===== src/rtl/dsq_pkg.sv =====
package dsq_pkg;

   localparam int DESC_BYTES = 16;
   localparam int WORD_W     = 32;
   localparam int STAT_W     = 16;

   localparam int ST_RUN   = 15;
   localparam int ST_ACT   = 14;
   localparam int ST_DEAD  = 13;
   localparam int ST_BT    = 12;
   localparam int ST_FLUSH = 11;
   localparam int ST_WAKE  = 10;

   localparam logic [3:0] OP_STORE = 4'd4;
   localparam logic [3:0] OP_LOAD  = 4'd5;
   localparam logic [3:0] OP_NOP   = 4'd6;
   localparam logic [3:0] OP_STOP  = 4'd7;
   localparam logic [2:0] KEY_BAD  = 3'd4;
   localparam logic [2:0] KEY_SYS  = 3'd6;

   typedef enum logic [3:0] {
      S_IDLE, S_FETCH, S_DECODE, S_XSTART, S_XWAIT,
      S_MEMOP, S_COND, S_WB, S_FIN
   } dsq_state_e;

   // byte enables of a word access from the low request-count bits
   function automatic logic [3:0] word_be(input logic [2:0] rc);
      if (rc[2])      return 4'b1111;
      else if (rc[1]) return 4'b0011;
      else            return 4'b0001;
   endfunction

endpackage


===== src/rtl/dsq_cond.sv =====
module dsq_cond #(
   parameter int SEL_W = 4
) (
   input  logic [1:0]       mode_i,
   input  logic [SEL_W-1:0] stat_i,
   input  logic [SEL_W-1:0] mask_i,
   input  logic [SEL_W-1:0] val_i,
   output logic             hit_o
);
   logic match;

   always_comb begin
      match = ((stat_i & mask_i) == (val_i & mask_i));
      case (mode_i)
         2'd0:    hit_o = 1'b0;
         2'd1:    hit_o = match;
         2'd2:    hit_o = !match;
         default: hit_o = 1'b1;
      endcase
   end
endmodule


===== src/rtl/dsq_status.sv =====
module dsq_status
   import dsq_pkg::*;
#(
   parameter int DSTAT_W = 8
) (
   input  logic               clk,
   input  logic               rst_n,
   input  logic               run_i,
   input  logic               flush_req_i,
   input  logic               wake_req_i,
   input  logic               ev_fetch_i,
   input  logic               ev_stop_i,
   input  logic               ev_kill_i,
   input  logic               ev_fin_i,
   input  logic               bt_val_i,
   input  logic [DSTAT_W-1:0] dev_stat_i,
   output logic               run_q_o,
   output logic               active_o,
   output logic [STAT_W-1:0]  status_o
);
   logic run_q, act, dead, bt, flush, wake;

   always_ff @(posedge clk or negedge rst_n) begin
      if (!rst_n) begin
         run_q <= 1'b0; act <= 1'b0; dead <= 1'b0;
         bt <= 1'b0; flush <= 1'b0; wake <= 1'b0;
      end else begin
         run_q <= run_i;
         if (run_i && !run_q) begin
            act <= 1'b1; dead <= 1'b0;
         end else if (!run_i && run_q) begin
            act <= 1'b0; dead <= 1'b0;
         end
         if (flush_req_i) flush <= 1'b1;
         if (wake_req_i)  wake  <= 1'b1;
         if (ev_fetch_i)  wake  <= 1'b0;
         if (ev_fin_i) begin
            flush <= 1'b0;
            bt    <= bt_val_i;
         end
         if (ev_stop_i) begin
            act <= 1'b0; dead <= 1'b0; flush <= 1'b0;
         end
         if (ev_kill_i) begin
            dead <= 1'b1; act <= 1'b0;
         end
      end
   end

   always_comb begin
      status_o                = '0;
      status_o[DSTAT_W-1:0]   = dev_stat_i;
      status_o[ST_RUN]        = run_q;
      status_o[ST_ACT]        = act;
      status_o[ST_DEAD]       = dead;
      status_o[ST_BT]         = bt;
      status_o[ST_FLUSH]      = flush;
      status_o[ST_WAKE]       = wake;
   end

   assign run_q_o  = run_q;
   assign active_o = act;
endmodule


===== src/rtl/dsq_engine.sv =====
module dsq_engine
   import dsq_pkg::*;
#(
   parameter int ADDR_W  = 32,
   parameter int DSTAT_W = 8,
   parameter int SEL_W   = 4
) (
   input  logic               clk,
   input  logic               rst_n,
   input  logic               run_i,
   input  logic               flush_req_i,
   input  logic               wake_req_i,
   input  logic               ptr_wr_i,
   input  logic [ADDR_W-1:0]  ptr_wdata_i,
   output logic [ADDR_W-1:0]  cmd_ptr_o,
   output logic [15:0]        status_o,
   input  logic [DSTAT_W-1:0] dev_stat_i,
   input  logic [SEL_W-1:0]   wait_mask_i,
   input  logic [SEL_W-1:0]   wait_val_i,
   input  logic [SEL_W-1:0]   irq_mask_i,
   input  logic [SEL_W-1:0]   irq_val_i,
   input  logic [SEL_W-1:0]   br_mask_i,
   input  logic [SEL_W-1:0]   br_val_i,
   output logic               mem_req_o,
   output logic               mem_we_o,
   output logic [ADDR_W-1:0]  mem_addr_o,
   output logic [3:0]         mem_be_o,
   output logic [31:0]        mem_wdata_o,
   input  logic [31:0]        mem_rdata_i,
   input  logic               mem_ack_i,
   output logic               xfer_start_o,
   output logic               xfer_out_o,
   output logic               xfer_last_o,
   output logic [2:0]         xfer_key_o,
   output logic [ADDR_W-1:0]  xfer_addr_o,
   output logic [15:0]        xfer_len_o,
   input  logic               xfer_done_i,
   input  logic [15:0]        xfer_resid_i,
   output logic               irq_o,
   input  logic               irq_ack_i
);
   localparam int NCOND = 3;           // 0 wait, 1 interrupt, 2 branch
   localparam logic [ADDR_W-1:0] STEP = ADDR_W'(DESC_BYTES);

   if (ADDR_W < 8 || ADDR_W > 32) begin : g_bad_aw
      $error("ADDR_W must lie in 8..32");
   end
   if (DSTAT_W < SEL_W || DSTAT_W > 8) begin : g_bad_ds
      $error("DSTAT_W must lie in SEL_W..8");
   end
   if (SEL_W < 1 || SEL_W > 4) begin : g_bad_sel
      $error("SEL_W must lie in 1..4");
   end

   dsq_state_e        state;
   logic [1:0]        wcnt;
   logic [ADDR_W-1:0] ptr;
   logic [15:0]       d_cnt;
   logic [3:0]        d_op;
   logic [2:0]        d_key;
   logic [1:0]        d_mode [NCOND];
   logic [ADDR_W-1:0] d_addr;
   logic [31:0]       d_dep;
   logic [15:0]       resid;
   logic [15:0]       wb_stat;
   logic              irq_q;

   logic [SEL_W-1:0]  c_mask [NCOND];
   logic [SEL_W-1:0]  c_val  [NCOND];
   logic [NCOND-1:0]  hit;
   logic              run_q, active, go;
   logic              is_xfer, is_word, bad;
   logic              ev_fetch, ev_kill, ev_stop, ev_fin, br_take;
   logic [31:0]       ld_merge;

   assign c_mask[0] = wait_mask_i; assign c_val[0] = wait_val_i;
   assign c_mask[1] = irq_mask_i;  assign c_val[1] = irq_val_i;
   assign c_mask[2] = br_mask_i;   assign c_val[2] = br_val_i;

   for (genvar g = 0; g < NCOND; g++) begin : g_cond
      dsq_cond #(.SEL_W(SEL_W)) u_cond (
         .mode_i (d_mode[g]),
         .stat_i (dev_stat_i[SEL_W-1:0]),
         .mask_i (c_mask[g]),
         .val_i  (c_val[g]),
         .hit_o  (hit[g])
      );
   end

   // decode of the latched descriptor
   always_comb begin
      is_xfer  = (d_op[3:2] == 2'b00);
      is_word  = (d_op == OP_STORE) || (d_op == OP_LOAD);
      bad      = d_op[3] || (d_key == KEY_BAD)
              || (is_xfer && (d_key > 3'd3 || d_addr == '0))
              || (is_word && d_key != KEY_SYS);
      go       = run_q && active;
      ev_fetch = (state == S_IDLE) && go;
      ev_kill  = (state == S_DECODE) && bad;
      ev_stop  = (state == S_DECODE) && !bad && (d_op == OP_STOP);
      ev_fin   = (state == S_FIN);
      br_take  = !is_word && hit[2];
      for (int b = 0; b < 4; b++)
         ld_merge[8*b +: 8] = word_be(d_cnt[2:0])[b] ? mem_rdata_i[8*b +: 8]
                                                       : d_dep[8*b +: 8];
   end

   dsq_status #(.DSTAT_W(DSTAT_W)) u_stat (
      .clk         (clk),
      .rst_n       (rst_n),
      .run_i       (run_i),
      .flush_req_i (flush_req_i),
      .wake_req_i  (wake_req_i),
      .ev_fetch_i  (ev_fetch),
      .ev_stop_i   (ev_stop),
      .ev_kill_i   (ev_kill),
      .ev_fin_i    (ev_fin),
      .bt_val_i    (br_take),
      .dev_stat_i  (dev_stat_i),
      .run_q_o     (run_q),
      .active_o    (active),
      .status_o    (status_o)
   );

   always_ff @(posedge clk or negedge rst_n) begin
      if (!rst_n) begin
         state <= S_IDLE; wcnt <= '0; ptr <= '0;
         d_cnt <= '0; d_op <= '0; d_key <= '0; d_addr <= '0; d_dep <= '0;
         for (int i = 0; i < NCOND; i++) d_mode[i] <= '0;
         resid <= '0; wb_stat <= '0; irq_q <= 1'b0;
      end else begin
         if (ev_kill || (ev_fin && hit[1])) irq_q <= 1'b1;
         else if (irq_ack_i)                irq_q <= 1'b0;
         case (state)
            S_IDLE: begin
               if (ptr_wr_i && !run_q && !active)
                  ptr <= {ptr_wdata_i[ADDR_W-1:4], 4'b0000};
               if (go) begin
                  state <= S_FETCH;
                  wcnt  <= '0;
               end
            end
            S_FETCH: if (mem_ack_i) begin
               case (wcnt)
                  2'd0: begin
                     d_cnt     <= mem_rdata_i[15:0];
                     d_op      <= mem_rdata_i[31:28];
                     d_key     <= mem_rdata_i[26:24];
                     d_mode[1] <= mem_rdata_i[21:20];
                     d_mode[2] <= mem_rdata_i[19:18];
                     d_mode[0] <= mem_rdata_i[17:16];
                  end
                  2'd1:    d_addr <= mem_rdata_i[ADDR_W-1:0];
                  default: d_dep  <= mem_rdata_i;
               endcase
               if (wcnt == 2'd2) state <= S_DECODE;
               else              wcnt  <= wcnt + 2'd1;
            end
            S_DECODE: begin
               resid <= '0;
               if (bad || d_op == OP_STOP) state <= S_IDLE;
               else if (is_xfer)           state <= S_XSTART;
               else if (is_word)           state <= S_MEMOP;
               else                        state <= S_COND;
            end
            S_XSTART: state <= S_XWAIT;
            S_XWAIT: if (xfer_done_i) begin
               resid <= xfer_resid_i;
               state <= S_COND;
            end
            S_MEMOP: if (mem_ack_i) begin
               if (d_op == OP_LOAD) d_dep <= ld_merge;
               state <= S_COND;
            end
            S_COND: if (!hit[0]) begin
               wb_stat <= status_o;
               wcnt    <= '0;
               state   <= S_WB;
            end
            S_WB: if (mem_ack_i) begin
               if (wcnt == 2'd1) state <= S_FIN;
               else              wcnt  <= 2'd1;
            end
            S_FIN: begin
               ptr   <= br_take ? d_dep[ADDR_W-1:0] : ptr + STEP;
               state <= S_IDLE;
            end
            default: state <= S_IDLE;
         endcase
      end
   end

   always_comb begin
      mem_req_o   = 1'b0;
      mem_we_o    = 1'b0;
      mem_addr_o  = ptr;
      mem_be_o    = 4'b1111;
      mem_wdata_o = '0;
      case (state)
         S_FETCH: begin
            mem_req_o  = 1'b1;
            mem_addr_o = ptr + ADDR_W'({wcnt, 2'b00});
         end
         S_MEMOP: begin
            mem_req_o   = 1'b1;
            mem_we_o    = (d_op == OP_STORE);
            mem_addr_o  = d_addr;
            mem_be_o    = word_be(d_cnt[2:0]);
            mem_wdata_o = d_dep;
         end
         S_WB: begin
            mem_req_o   = 1'b1;
            mem_we_o    = 1'b1;
            mem_addr_o  = ptr + ADDR_W'(wcnt[0] ? 12 : 8);
            mem_wdata_o = wcnt[0] ? {wb_stat, resid} : d_dep;
         end
         default: ;
      endcase
   end

   assign xfer_start_o = (state == S_XSTART);
   assign xfer_out_o   = !d_op[1];
   assign xfer_last_o  = d_op[0];
   assign xfer_key_o   = d_key;
   assign xfer_addr_o  = d_addr;
   assign xfer_len_o   = d_cnt;
   assign cmd_ptr_o    = ptr;
   assign irq_o        = irq_q;

   // an unacknowledged request holds its address
   a_r2_req_hold: assert property (@(posedge clk) disable iff (!rst_n)
      mem_req_o && !mem_ack_i |=> mem_req_o && $stable(mem_addr_o));
   // a kill leaves DEAD set, ACTIVE clear and the interrupt high
   a_r4_kill_state: assert property (@(posedge clk) disable iff (!rst_n)
      ev_kill |=> status_o[ST_DEAD] && !status_o[ST_ACT] && irq_o);
   // the transfer start is a single-cycle pulse
   a_r5_start_pulse: assert property (@(posedge clk) disable iff (!rst_n)
      xfer_start_o |=> !xfer_start_o);
   // no memory traffic while the wait condition stalls the engine
   a_r7_wait_stall: assert property (@(posedge clk) disable iff (!rst_n)
      (state == S_COND) && hit[0] |=> !mem_req_o);
   // write-back goes only to offsets 8 and 12 of the descriptor
   a_r8_wb_offset: assert property (@(posedge clk) disable iff (!rst_n)
      (state == S_WB) && mem_req_o |->
         mem_we_o && (mem_addr_o[3:0] == 4'd8 || mem_addr_o[3:0] == 4'd12));
   // word accesses use only the three legal byte-enable patterns
   a_r11_word_be: assert property (@(posedge clk) disable iff (!rst_n)
      (state == S_MEMOP) |->
         (mem_be_o == 4'b0001 || mem_be_o == 4'b0011 || mem_be_o == 4'b1111));
   // a stop clears ACTIVE and FLUSH and keeps the pointer
   a_r12_stop_state: assert property (@(posedge clk) disable iff (!rst_n)
      ev_stop |=> !status_o[ST_ACT] && !status_o[ST_FLUSH] && $stable(cmd_ptr_o));
   // the interrupt level drops only on acknowledge
   a_r13_irq_level: assert property (@(posedge clk) disable iff (!rst_n)
      $fell(irq_o) |-> $past(irq_ack_i));
endmodule


===== config.mk =====
export PLATFORM = sky130hd
export DESIGN_NAME = dsq_engine
export DESIGN_NICKNAME = d
export VERILOG_FILES = /design/src/rtl/dsq_pkg.sv /design/src/rtl/dsq_cond.sv /design/src/rtl/dsq_status.sv /design/src/rtl/dsq_engine.sv
export SDC_FILE = /design/constraint.sdc
export NUM_CORES = 1
export LEC_CHECK = 0
export BUFFER_PORTS_ARGS = -buffer_cell sky130_fd_sc_hd__buf_4
export CAP_MARGIN = 5
export CORE_AREA = 2 2 142 158
export DETAILED_ROUTE_END_ITERATION = 6
export DIE_AREA = 0 0 144 160
export GPL_ROUTABILITY_DRIVEN = 0
export PLACE_DENSITY = 0.69
export SLEW_MARGIN = 30
export SYNTH_ARGS = -nofsm -noshare
export SYNTH_HDL_FRONTEND = slang
export SYNTH_SLANG_ARGS = --single-unit

===== constraint.sdc =====
create_clock -name clk -period 3.6 [get_ports clk]
set_clock_uncertainty 0.1 [all_clocks]
set_input_delay 0.72 -clock clk [delete_from_list [all_inputs] [get_ports clk]]
set_output_delay 0.72 -clock clk [all_outputs]
set_load 0.05 [all_outputs]

# Yosys cells after proc, flatten, opt, wreduce, memory -nomap -nowiden
# Cells that the tools add are included.
op_classes:
  n_addsub: 4
  magnitude_cmp: 1
  eq_ne: 41
  mux: 59
  bitwise_logic: 7
  reduce_logical: 57
ops:
  columns: ["cell", "n"]
  rows:
  - ["32-bit two-way mux", 7]
  - ["32-bit case mux with 2 select lines", 3]
  - ["32-bit case mux with 3 select lines", 1]
  - ["32-bit by 4-bit adder with 32-bit output", 2]
  - ["4-bit two-way mux", 10]
  - ["32-bit by 5-bit adder with 32-bit output, second input constant", 1]
  - ["32-bit zero test", 1]
  - ["8-bit two-way mux", 4]
  - ["2-bit != test, second input constant", 16]
  - ["16-bit case mux with 2 select lines", 1]
  - ["4-bit case mux with 8 select lines", 1]
  - ["4-bit by 3-bit equality test with 1-bit output, second input constant", 7]
  - ["4-bit AND", 6]
  - ["6-bit AND reduction", 4]
  - ["16-bit two-way mux", 1]
  - ["2-bit two-way mux", 8]
  - ["1-bit two-way mux", 15]
  - ["1-bit logical AND", 13]
  - ["4-bit equality test", 3]
  - ["2-bit zero test", 5]
  - ["2-bit nonzero test", 5]
  - ["1-bit zero test", 9]
  - ["3-bit two-way mux", 3]
  - ["1-bit case mux with 3 select lines", 3]
  - ["23 further kinds", 40]
totals:
  ff_bits: 168
  input_bits: 121
  out_inout_bits: 173
  elab_cells: 192

# Depth between registers and ports, before layout
logic_depth:
  depth_word: 10
  ltp_mapped: 12
  ltp_nobuf: 10

# Modules after synthesis
# Synthesis repeated with hierarchy kept, for this count alone.
hier_totals:
  cells_unflattened: 982
  area_unflattened_um2: 9769.4
modules_own_cells:
  columns: ["mod", "n_inst", "cells_each", "area_each_um2", "seq_area_each_um2"]
  rows:
  - ["dsq_engine", 1, 927, 9217.6, 4103.9]
  - ["dsq_status", 1, 34, 341.6, 150.1]
  - ["dsq_cond", 3, 7, 70.1, 0.0]

# Least setup slack after synthesis
# Ideal clock, no wire load.
synth_path:
  path_type: "register to output"
  from: "register ptr[7] (netlist: cmd_ptr_o[7])"
  to: "output port mem_addr_o[22]"
  t_arrival_ns: 3.583
  required_ns: 2.780
  setup_slack_ns: -0.803
  stages_incl_launch_ff: 8
  n_path_buf: 2
  path_cell_list: "dfrtp_1 buf_2 and4_1 buf_6 nand4_1 nor2_1 nand3_1 o311ai_0"
synth_between:
  elab_chain_cells: 2
  elab_cells_between_ends: 3
  cone_classes: "2 x add/sub; 1 x mux"
synth_rtl:
  columns: ["item", "line", "rtl"]
  rows:
  - ["from (decl)", "dsq_engine.sv:57", "logic [ADDR_W-1:0] ptr;"]
  - ["from (signal assigned)", "dsq_engine.sv:137", "ptr <= {ptr_wdata_i[ADDR_W-1:4], 4'b0000};"]
  - ["from (signal assigned)", "dsq_engine.sv:185", "ptr <= br_take ? d_dep[ADDR_W-1:0] : ptr + STEP;"]
  - ["32-bit by 4-bit adder with 32-bit output, on equally long branches", "dsq_engine.sv:214, dsq_engine.sv:202", null]
  - ["32-bit case mux with 3 select lines *", "dsq_engine.sv:199", "case (state)"]
  - ["to (decl)", "dsq_engine.sv:26", "output logic [ADDR_W-1:0] mem_addr_o,"]
# Every way passes the cells marked *; elsewhere a longest branch is shown, timed or not.

# Final worst setup path
layout_path:
  from: "register state[3]"
  to: "output port mem_addr_o[26]"
layout_between:
  elab_chain_cells: 2
  elab_cells_between_ends: 4
  cone_classes: "3 x eq/ne; 1 x mux"
layout_rtl:
  columns: ["item", "line", "rtl"]
  rows:
  - ["from (decl)", "dsq_engine.sv:55", "dsq_state_e state;"]
  - ["from (signal assigned)", "dsq_engine.sv:127", "state <= S_IDLE; wcnt <= '0; ptr <= '0;"]
  - ["from (signal assigned)", "dsq_engine.sv:139", "state <= S_FETCH;"]
  - ["from (signal assigned)", "dsq_engine.sv:156", "if (wcnt == 2'd2) state <= S_DECODE;"]
  - ["4-bit by 3-bit equality test with 1-bit output / 4-bit by 1-bit equality test with 1-bit output (equally long branches)", "dsq_engine.sv:199", null]
  - ["32-bit case mux with 3 select lines *", "dsq_engine.sv:199", null]
# Marked as above.

==> flow_summary.ini <==
[floorplan]
rows = 57
fp.coreArea_um2 = 21600
ios = 294
fp.dieH_um = 160
start_util = 0.439
die_area_um2 = 23000
die_w_um = 144

[placed_design]
pre_cts_slack_ns = 0.218
dp_cells = 1509
dp_hpwl_um = 26200
portBuffers = 286

[timing]
setup_viol = 5
period_needed_ns = 3.66
rsz0062_at_grt = yes
final.setup.tns_ns = -0.187
tightest_slew_ns = 0.861
slew_violations = 0
fmaxAchievable_mhz = 273
timing.final.crit_share = 1.02
slew_headroom = 0.426
hold_viol_final = 0
fin_ws_ns = -0.0624

[detailed_routing]
vias_per_cell = 5.92
remaining_drc_errors = 0
ant_nets = 0
vias = 9172
drt_iter0_markers = 1022
routedWlPerCell_um = 22.5
finalWirelength_um = 34900
drt_pass1_iterations = 6

[critical_path]
crit_path_start_kind = register
critPathMaxFanout = 3
r2r_start = state[3]
cp-end-kind = output pin
required_ns = 2.78
critPathKind = reg -> out
startpoint = state[3]
crit_arrival_ns = 2.84

[cts]
h-tree-depth = 4
cts_tree = yes
numCtsBuffers = 17
clock_latency_ns = 0.44
cts_max_path_buffers = 2
cts_sinks = 168
cts-root-buf = clkbuf_16
clk_pin_slew_ns = 0.07

[cells_and_area]
regArea_um2 = 4210
area_growth_pct = 35.4
nFillCells = 1862
finalNetCount = 1371
multi_input_area_um2 = 4960
final_cells = 1549
drive_gt1_frac = 0.433
diodes = 0

[synthesis]
syn_inst = 961
post_synth_and_or_nand_nor_area_fraction = 0.161
synth_top_family_by_area = compound AO/OA/AOI/OAI gates
synth_area_um2 = 9480
syn_area_per_cell_um2 = 9.86
synth_edf_count = 0
synth_compound_area_frac = 0.163
async_flop_share = 1.00
yosys_register_bits = 168
synth_cell_types = 71
synth.yosys.seq_area_share = 0.444
muxShareOfSynthArea = 0.137
synthAdderAreaFrac = 0.0114
synth_ff_type = dfrtp_1
synth-xor-area-share = 0.0314
yosys_warnings = 0

[grt]
antenna_found_initial = 0
grt_max_degree = 72
grt_first_pass_wirelength_um = 52200
grt_pass1_vias = 8709
grt_usage = 0.301
grt_overflow = 0

[status]
outcome = finished, violations left
violations = negative setup slack

[job]
drv_cap = 0

[power_and_ir_drop]
p_leak_nw = 5.93
vdd_drop_max_mv = 0.527
powerDensity_nw_per_um2 = 1070

[hold_path]
hp-class = in -> async
worst max-delay path: stages (launching register included):
cell and delay, ns:
dfrtp_1 0.38, nand4b_1 0.23, nand2_2 0.12, inv_2 0.05
fa_2 0.40, nor2b_4 0.14, buf_4 0.12, nand2_2 0.07
nor2b_4 0.14, nand2_2 0.08, or4_4 0.44, nand3_4 0.10
buf_8 0.14
cells by family after synthesis:
| group | count (synthesis) |
|---|---|
| and+or+nand+nor | 312 |
| AOI/OAI and AO/OA | 220 |
| DFF | 168 |
| muxes | 116 |
| buffers and inverters | 101 |
| xor gates and xnor gates | 34 |
| adders and majority gates | 8 |
| other | 2 |
area by class of cell:
cell class / instances / share of cell area
Timing Repair Buffer: 343 / 0.206
Sequential cell: 168 / 0.328
Tap cell: 295 / 0.0288
Multi-Input combinational cell: 693 / 0.386
Inverter: 19 / 0.00585
Clock inverter: 12 / 0.00917
Clock buffer: 19 / 0.0353
routing by layer:
metal | vias to the layer above | track usage | routed length, um
li1 | 4061 | - | -
met1 | 4554 | 0.417 | 14500
met2 | 466 | 0.474 | 16400
met3 | 91 | 0.0525 | 2710
met4 | 0 | 0.111 | 1260
met5 | - | 0 | 0
per-stage QoR:
stage | utilization | hold slack [ns] | area (um2) | total power [W]
after floorplan | - | 0.324 | 9530 | 0.00897
after global placement | 0.556 | 0.363 | 12000 | 0.0115
after detailed placement | 0.556 | 0.371 | 12000 | 0.0117
after CTS | 0.586 | 0.159 | 12700 | 0.0135
after global routing | 0.594 | 0.184 | 12800 | 0.0143
final | 0.594 | 0.137 | 12800 | 0.0137
cell usage after synthesis (all sizes together), types with 3 or more instances:
cell / number / area [um2]
nand3: 33 / 165
inv: 19 / 71.3
nor2: 40 / 153
nor2b: 4 / 25.0
clkbuf: 40 / 151
and4: 7 / 63.8
dfrtp: 168 / 4200
nor4: 16 / 100
nand4: 15 / 93.8
mux2i: 4 / 40.0
o21ai: 56 / 280
nand4b: 3 / 41.3
a211o: 5 / 43.8
and3: 10 / 63.8
a32oi: 4 / 35.0
a22oi: 11 / 82.6
a31oi: 7 / 43.8
o211ai: 8 / 60.1
or2: 4 / 25.0
a22o: 35 / 307
a222oi: 7 / 70.1
a221o: 8 / 80.1
a21o: 5 / 37.5
nor3: 20 / 111
xor2: 19 / 166
o311ai: 7 / 61.3
xnor2: 15 / 131
nand2b: 7 / 43.8
ha: 7 / 87.6
and2: 4 / 26.3
a21boi: 4 / 30.0
buf: 42 / 270
a221oi: 3 / 26.3
mux2: 112 / 1260
a32o: 3 / 30.0
a21oi: 38 / 201
nand2: 133 / 499
or3: 11 / 68.8
flip-flops by register name (all words and copies together) (netlist names), 2 cells and up:
signal,flops
cmd_ptr_o,32
d_dep,32
xfer_addr_o,32
resid,16
xfer_len_o,16
wb_stat,14
d_mode,6
d_op,4
state,4
xfer_key_o,3
wcnt,2
final timing paths:
check / depth (start not counted) / slack [ns] / endpoint
worst min-delay path: 1 / 0.14 / xfer_len_o[13]
min in group clk: 1 / 0.30 / u_stat.run_q_o
worst max-delay path: 12 / -0.06 / mem_addr_o[26]
worst max register to register: 7 / 0.66 / d_dep[23]
worst min register to register: 2 / 0.38 / resid[4]
max in group asynchronous: 2 / 2.27 / d_dep[9]
where the power goes:
part	switching (W)	internal (W)
logic	0.00536	0.00276
clock network	0.000814	0.000994
registers	0.00105	0.00275
repair_timing:
action / in CTS / in global routing
hold buffers: 0 / 0
endpoints found under the hold margin: 0 / 0
setup buffers: 4 / 5
pin swaps: 5 / 10
gates resized for setup: 16 / 35
setup endpoints to repair: 7 / 18
placed cells by master, fill, tap and decap left out, drive strengths merged, types with 7 or more instances in the layout:
cell type  count
and3          10
a221o          8
a22oi         11
dfrtp        168
or3           11
nor3          20
xor2          19
a21oi         38
nand3         33
inv           22
nand4         15
clkbuf        19
and4           7
o311ai         7
a222oi         7
buf          343
o21ai         56
nor2          40
a31oi          7
mux2         112
o211ai         8
nor4          16
a22o          35
nand2        133
nand2b         7
ha             7
xnor2         15
No activity file was read; power rests on OpenSTA's default activity.
